**src/rtl/cmd_ring_pkg.sv**
```systemverilog
package cmd_ring_pkg;
  // Reason a doorbell write is issued in a given cycle.
  typedef enum logic [1:0] {
    DB_NONE  = 2'd0,
    DB_BATCH = 2'd1,
    DB_FLUSH = 2'd2
  } db_cause_e;
endpackage

```
**src/rtl/cmd_ring_track.sv**
```systemverilog
// Tail and head index registers plus the full test.
module cmd_ring_track #(
  parameter int DEPTH = 16,
  parameter int IDX_W = $clog2(DEPTH)
) (
  input  logic             clk,
  input  logic             rst,
  input  logic             accept,
  input  logic             head_upd_valid,
  input  logic [IDX_W-1:0] head_upd_idx,
  output logic [IDX_W-1:0] tail,
  output logic [IDX_W-1:0] tail_nxt,
  output logic             ready
);
  localparam logic [IDX_W-1:0] LAST = IDX_W'(DEPTH - 1);

  logic [IDX_W-1:0] head;
  logic [IDX_W-1:0] tail_inc;

  always_comb begin
    tail_inc = (tail == LAST) ? '0 : tail + 1'b1;
    ready    = (tail_inc != head);
    tail_nxt = accept ? tail_inc : tail;
  end

  always_ff @(posedge clk) begin
    if (rst) begin
      tail <= '0;
      head <= '0;
    end else begin
      tail <= tail_nxt;
      if (head_upd_valid) head <= head_upd_idx;
    end
  end
endmodule

```
**src/rtl/cmd_ring_publish.sv**
```systemverilog
// Counts placed-but-unpublished entries and issues the tail doorbell.
module cmd_ring_publish
  import cmd_ring_pkg::*;
#(
  parameter int DEPTH     = 16,
  parameter int BATCH_MAX = 4,
  parameter int DB_W      = 32,
  parameter int IDX_W     = $clog2(DEPTH)
) (
  input  logic             clk,
  input  logic             rst,
  input  logic             accept,
  input  logic             flush,
  input  logic [IDX_W-1:0] tail_nxt,
  output logic             db_we,
  output logic [DB_W-1:0]  db_data
);
  localparam int CNT_W = $clog2(DEPTH + 1);
  localparam logic [CNT_W-1:0] BATCH_LIM = CNT_W'(BATCH_MAX);

  logic [CNT_W-1:0] pend;
  logic [CNT_W-1:0] pend_nxt;
  db_cause_e        cause;

  always_comb begin
    pend_nxt = pend + CNT_W'(accept);
    if (pend_nxt >= BATCH_LIM)
      cause = DB_BATCH;
    else if (flush && (pend_nxt != '0))
      cause = DB_FLUSH;
    else
      cause = DB_NONE;
  end

  always_ff @(posedge clk) begin
    if (rst) begin
      pend    <= '0;
      db_we   <= 1'b0;
      db_data <= '0;
    end else begin
      db_we <= (cause != DB_NONE);
      if (cause != DB_NONE) begin
        db_data <= DB_W'(tail_nxt);
        pend    <= '0;
      end else begin
        pend    <= pend_nxt;
      end
    end
  end
endmodule

```
**src/rtl/cmd_ring_wport.sv**
```systemverilog
// Registered write port toward the ring memory.
module cmd_ring_wport #(
  parameter int ENTRY_W = 512,
  parameter int IDX_W   = 4
) (
  input  logic               clk,
  input  logic               rst,
  input  logic               accept,
  input  logic [IDX_W-1:0]   slot,
  input  logic [ENTRY_W-1:0] cmd,
  output logic               mem_we,
  output logic [IDX_W-1:0]   mem_addr,
  output logic [ENTRY_W-1:0] mem_wdata
);
  always_ff @(posedge clk) begin
    if (rst) mem_we <= 1'b0;
    else     mem_we <= accept;
  end

  // Address and data are not reset; they only matter with mem_we.
  always_ff @(posedge clk) begin
    if (accept) begin
      mem_addr  <= slot;
      mem_wdata <= cmd;
    end
  end
endmodule

```
**src/rtl/cmd_ring_producer.sv**
```systemverilog
module cmd_ring_producer #(
  parameter int DEPTH     = 16,
  parameter int ENTRY_W   = 512,
  parameter int BATCH_MAX = 4,
  parameter int DB_W      = 32
) (
  input  logic                     clk,
  input  logic                     rst,
  input  logic                     cmd_valid,
  output logic                     cmd_ready,
  input  logic [ENTRY_W-1:0]       cmd_data,
  input  logic                     flush,
  input  logic                     head_upd_valid,
  input  logic [$clog2(DEPTH)-1:0] head_upd_idx,
  output logic                     mem_we,
  output logic [$clog2(DEPTH)-1:0] mem_addr,
  output logic [ENTRY_W-1:0]       mem_wdata,
  output logic                     db_we,
  output logic [DB_W-1:0]          db_data
);
  localparam int IDX_W = $clog2(DEPTH);

  logic             accept;
  logic [IDX_W-1:0] tail;
  logic [IDX_W-1:0] tail_nxt;
  logic             ready;

  assign cmd_ready = ready;
  assign accept    = cmd_valid & ready;

  cmd_ring_track #(.DEPTH(DEPTH), .IDX_W(IDX_W)) track_i (
    .clk(clk), .rst(rst), .accept(accept),
    .head_upd_valid(head_upd_valid), .head_upd_idx(head_upd_idx),
    .tail(tail), .tail_nxt(tail_nxt), .ready(ready)
  );

  cmd_ring_wport #(.ENTRY_W(ENTRY_W), .IDX_W(IDX_W)) wport_i (
    .clk(clk), .rst(rst), .accept(accept), .slot(tail), .cmd(cmd_data),
    .mem_we(mem_we), .mem_addr(mem_addr), .mem_wdata(mem_wdata)
  );

  cmd_ring_publish #(.DEPTH(DEPTH), .BATCH_MAX(BATCH_MAX), .DB_W(DB_W),
                     .IDX_W(IDX_W)) publish_i (
    .clk(clk), .rst(rst), .accept(accept), .flush(flush),
    .tail_nxt(tail_nxt), .db_we(db_we), .db_data(db_data)
  );
endmodule

```
**config.mk**
```make
export PLATFORM = sky130hd
export DESIGN_NAME = cmd_ring_producer
export DESIGN_NICKNAME = d
export VERILOG_FILES = /design/src/rtl/cmd_ring_pkg.sv /design/src/rtl/cmd_ring_track.sv /design/src/rtl/cmd_ring_publish.sv /design/src/rtl/cmd_ring_wport.sv /design/src/rtl/cmd_ring_producer.sv
export SDC_FILE = /design/constraint.sdc
export NUM_CORES = 1
export LEC_CHECK = 0
export BUFFER_PORTS_ARGS = -buffer_cell sky130_fd_sc_hd__buf_2
export CAP_MARGIN = 10
export CELL_PAD_IN_SITES_DETAIL_PLACEMENT = 1
export CELL_PAD_IN_SITES_GLOBAL_PLACEMENT = 1
export CORE_AREA = 4 4 411 413
export CTS_CLUSTER_SIZE = 14
export DETAILED_ROUTE_END_ITERATION = 16
export DIE_AREA = 0 0 415 417
export GPL_TIMING_DRIVEN = 0
export PLACE_DENSITY_LB_ADDON = 0.2
export REMOVE_ABC_BUFFERS = 1
export SETUP_SLACK_MARGIN = 0.2
export SLEW_MARGIN = 20
export SYNTH_ARGS = -nofsm -noshare
export SYNTH_HDL_FRONTEND = slang
export SYNTH_SLANG_ARGS = --single-unit
```
**constraint.sdc**
```tcl
create_clock -name clk -period 19.37 [get_ports clk]
set_clock_uncertainty 0.2 [all_clocks]
set_input_delay 0.9685 -clock clk [delete_from_list [all_inputs] [get_ports clk]]
set_output_delay 0.9685 -clock clk [all_outputs]
set_load 0.05 [all_outputs]
```
==> results_dict.tcl <==
set metrics [dict create \
    period_minus_slack_ps 4980 \
    synth_common_cells "516 x edfxtp_1, 28 x buf_4, 19 x dfxtp_1, 10 x nand2_1, 10 x nor2_1" \
    synthArstFlopShare 0 \
    setup_viol 0 \
    worstPathCellList "ha_1 > and3_1 > o32ai_1 > o31ai_1 > nand2_4 > buf_12 > buf_12 > ha_1 > ha_1 > xor2_1 > o21ai_0 > a21oi_1 > o2111ai_1 > nand3_1" \
    crit_path_frequent_cell "ha_1" \
    worstMarginPinSlew_ps 977 \
    final_cells 4043 \
    synth_edf_count 516 \
    busiest_layer "met2" \
    synth-seq-cells 535 \
    core_um2 165000 \
    syn_area_per_cell_um2 25.6 \
    fin_util 0.166 \
    drv_cap 0 \
    wirelength_um 106000 \
    grtUsageMet3 0.0552 \
    synth.most_common_cell "edfxtp_1" \
    drc_errors 0 \
    wire_per_inst_um 26.2 \
    start_util 0.101 \
    worstPathMaxFanout 36 \
    cts_tree "built" \
    min_period_over_period 0.257 \
    final_nets 2305 \
    cp_slowest_stage_delay_ps 840 \
    cts_made_buffers 77 \
    io-pin-count 1072 \
    status "complete, no violations" \
    yosysWarnings 0 \
    hp-start "publish_i.db_data[3]" \
    die_h_um 417 \
    holdBufCountCts 0 \
    cts_sinks 535 \
    htreeDepth 3 \
    area_growth_pct 64.4 \
    hold_class "reg -> reg" \
    clock.fmax_mhz 201 \
    cts_setup_buffers 0 \
    power_density_nw_per_um2 131 \
    worstSetupStartpoint "track_i.tail[0]" \
    drt_iter0_drc 693 \
    num_rows 149 \
    numPortBuffers 1043 \
    cp.arrival_ps 5370 \
    p_sw_frac 0.328 \
    crit_slowest_cell "o31ai_1" \
    cellLeakagePower_nw 11.0 \
    grtUsageMet1 0.123 \
    fill_cells 18700 \
    dp_hpwl_um 89800 \
    whs_ps 262 \
    cts-root-buf "clkbuf_16" \
    via_per_inst 2.89 \
    cp.buffers_inverters 2 \
    use_met2 0.195 \
    antenna_found_initial 143 \
    multiInputGateArea_um2 648 \
    netlist_instances 651 \
    dpl.cell_count 3891 \
    cp_top_family "compound AO/OA/AOI/OAI gates" \
    hold_violations 0 \
    synth_area_leaders "edfxtp_1 93%, dfxtp_1 2.3%, buf_4 1.3%" \
    p_seq_frac 0.404 \
    synth.largest_area_cell "edfxtp_1" \
    clock_latency_ps 660 \
    rsz0062_at_grt "no" \
    timing.max_slew.rel_slack 0.343 \
    critical_path_required_ps 19750 \
    yosysSeqAreaShare 0.953 \
    grt-ovfl-total 0 \
    worstSetupPathType "reg -> reg" \
    clk_path_buf_depth 3 \
    finalPower_mw 3.58 \
    p_int_mw 2.41 \
    grt_max_degree 54 \
    drive_above_1_share 0.639 \
    timing_max_transition_violations_final 0 \
    clockPowerShare 0.405 \
    die_w_um 415 \
    grt_pass1_wl_um 133000 \
    vias 11700 \
    r2r_start "track_i.tail[0]" \
    grt_usage 0.117 \
    cts_resized 0 \
    antenna_left 0 \
    cp-end-kind "flip-flop" \
    start_kind "flip-flop" \
    yosysTopAreaCellShare 0.930 \
    die_area_um2 173000 \
    clk_pin_slew_ps 50 \
    switchingPower_mw 1.18 \
    peakVddDrop_v 0.0000575 \
    gp_congestion 0.855 \
    netlist_area_um2 16700 \
    grt_pass1_vias 12300 \
    synth-main-ff-cell "edfxtp_1" \
    synthDistinctLibCells 44 \
    first_pass_iters 4 \
    comb_power_share 0.191 \
    area.sequential_um2 15900 \
]
-- flip-flops by register name, indices dropped and copies added (netlist names) --
signal             count
publish_i.db_we        1
wport_i.mem_we         1
publish_i.pend         5
track_i.head           4
publish_i.db_data      4
wport_i.mem_wdata    512
wport_i.mem_addr       4
track_i.tail           4
-- through the flow --
stage	setup TNS, ps	instance area, um^2	setup WS [ps]
2_1_floorplan	0	16500	4220
3_3_place_gp	-928900	24500	-3390
3_5_place_dp	0	24800	14370
4_1_cts	0	27300	14350
5_1_grt	0	27400	13920
6_report	0	27400	14390
-- metal layers --
layer	share of wire	vias to the layer above	routed length (um)
met3	0.11	331	11200
met2	0.49	780	52300
li1	-	4839	-
met5	0.00045	-	48
met4	0.042	8	4410
met1	0.36	5740	37900
-- power by group through the flow --
stage | sequential [mW] | combinational (mW) | clock, mW
after floorplan | 1.91 | 0.0603 | 0
after global routing | 1.46 | 0.713 | 1.57
after CTS | 1.45 | 0.696 | 1.53
after global placement | 1.59 | 0.673 | 0
final | 1.45 | 0.683 | 1.45
after detailed placement | 1.47 | 0.695 | 0
-- layout by cell type, fill, tap and decap left out, drive strengths merged, types with 2 or more instances in the layout --
cell type,n
o22a,2
clkinv,34
o211ai,3
ha,3
xor2,3
and2,2
and3,2
xnor2,2
nor2,10
nand3,5
nor2b,2
o21ai,2
nand4,4
nand2,10
dfxtp,19
a21oi,6
inv,4
clkinvlp,4
conb,31
edfxtp,516
diode,15
o2111ai,3
clkbuf,87
bufinv,10
buf,1055
mux2i,4
a311o,2
-- kinds of logic after synthesis --
group | share of synthesized area
buffers and inverters | 0.0151
XOR/XNOR | 0.00263
AO/OA/AOI/OAI | 0.0113
other | 0.000225
flip-flops | 0.953
AND/OR/NAND/NOR | 0.0122
adder cells (fa/ha/maj) | 0.00225
multiplexers | 0.00308
-- tightest hold or removal path: cells and delay by family (launching register included) --
kind	cells	cell delay [ps]
flip-flops	1	310
AO/OA/AOI/OAI	1	50
AND/OR/NAND/NOR	1	60
-- worst paths after layout --
| path | to | slack, ps | depth (start not counted) |
|---|---|---|---|
| max reg2reg | publish_i.db_data[2] | 14390 | 14 |
| min reg2reg | publish_i.db_data[3] | 260 | 2 |
| max | publish_i.db_data[2] | 14390 | 14 |
| min | publish_i.db_data[3] | 260 | 2 |
-- layout make-up --
class | count | share of cell area
Clock inverter | 50 | 0.0212
Multi-Input combinational cell | 110 | 0.0237
Inverter | 2 | 0.000274
Sequential cell | 535 | 0.580
Clock buffer | 87 | 0.0725
Tap cell | 2189 | 0.100
Antenna cell | 15 | 0.00137
Timing Repair Buffer | 1055 | 0.201
Note: power is estimated with default switching activity, not from simulation.
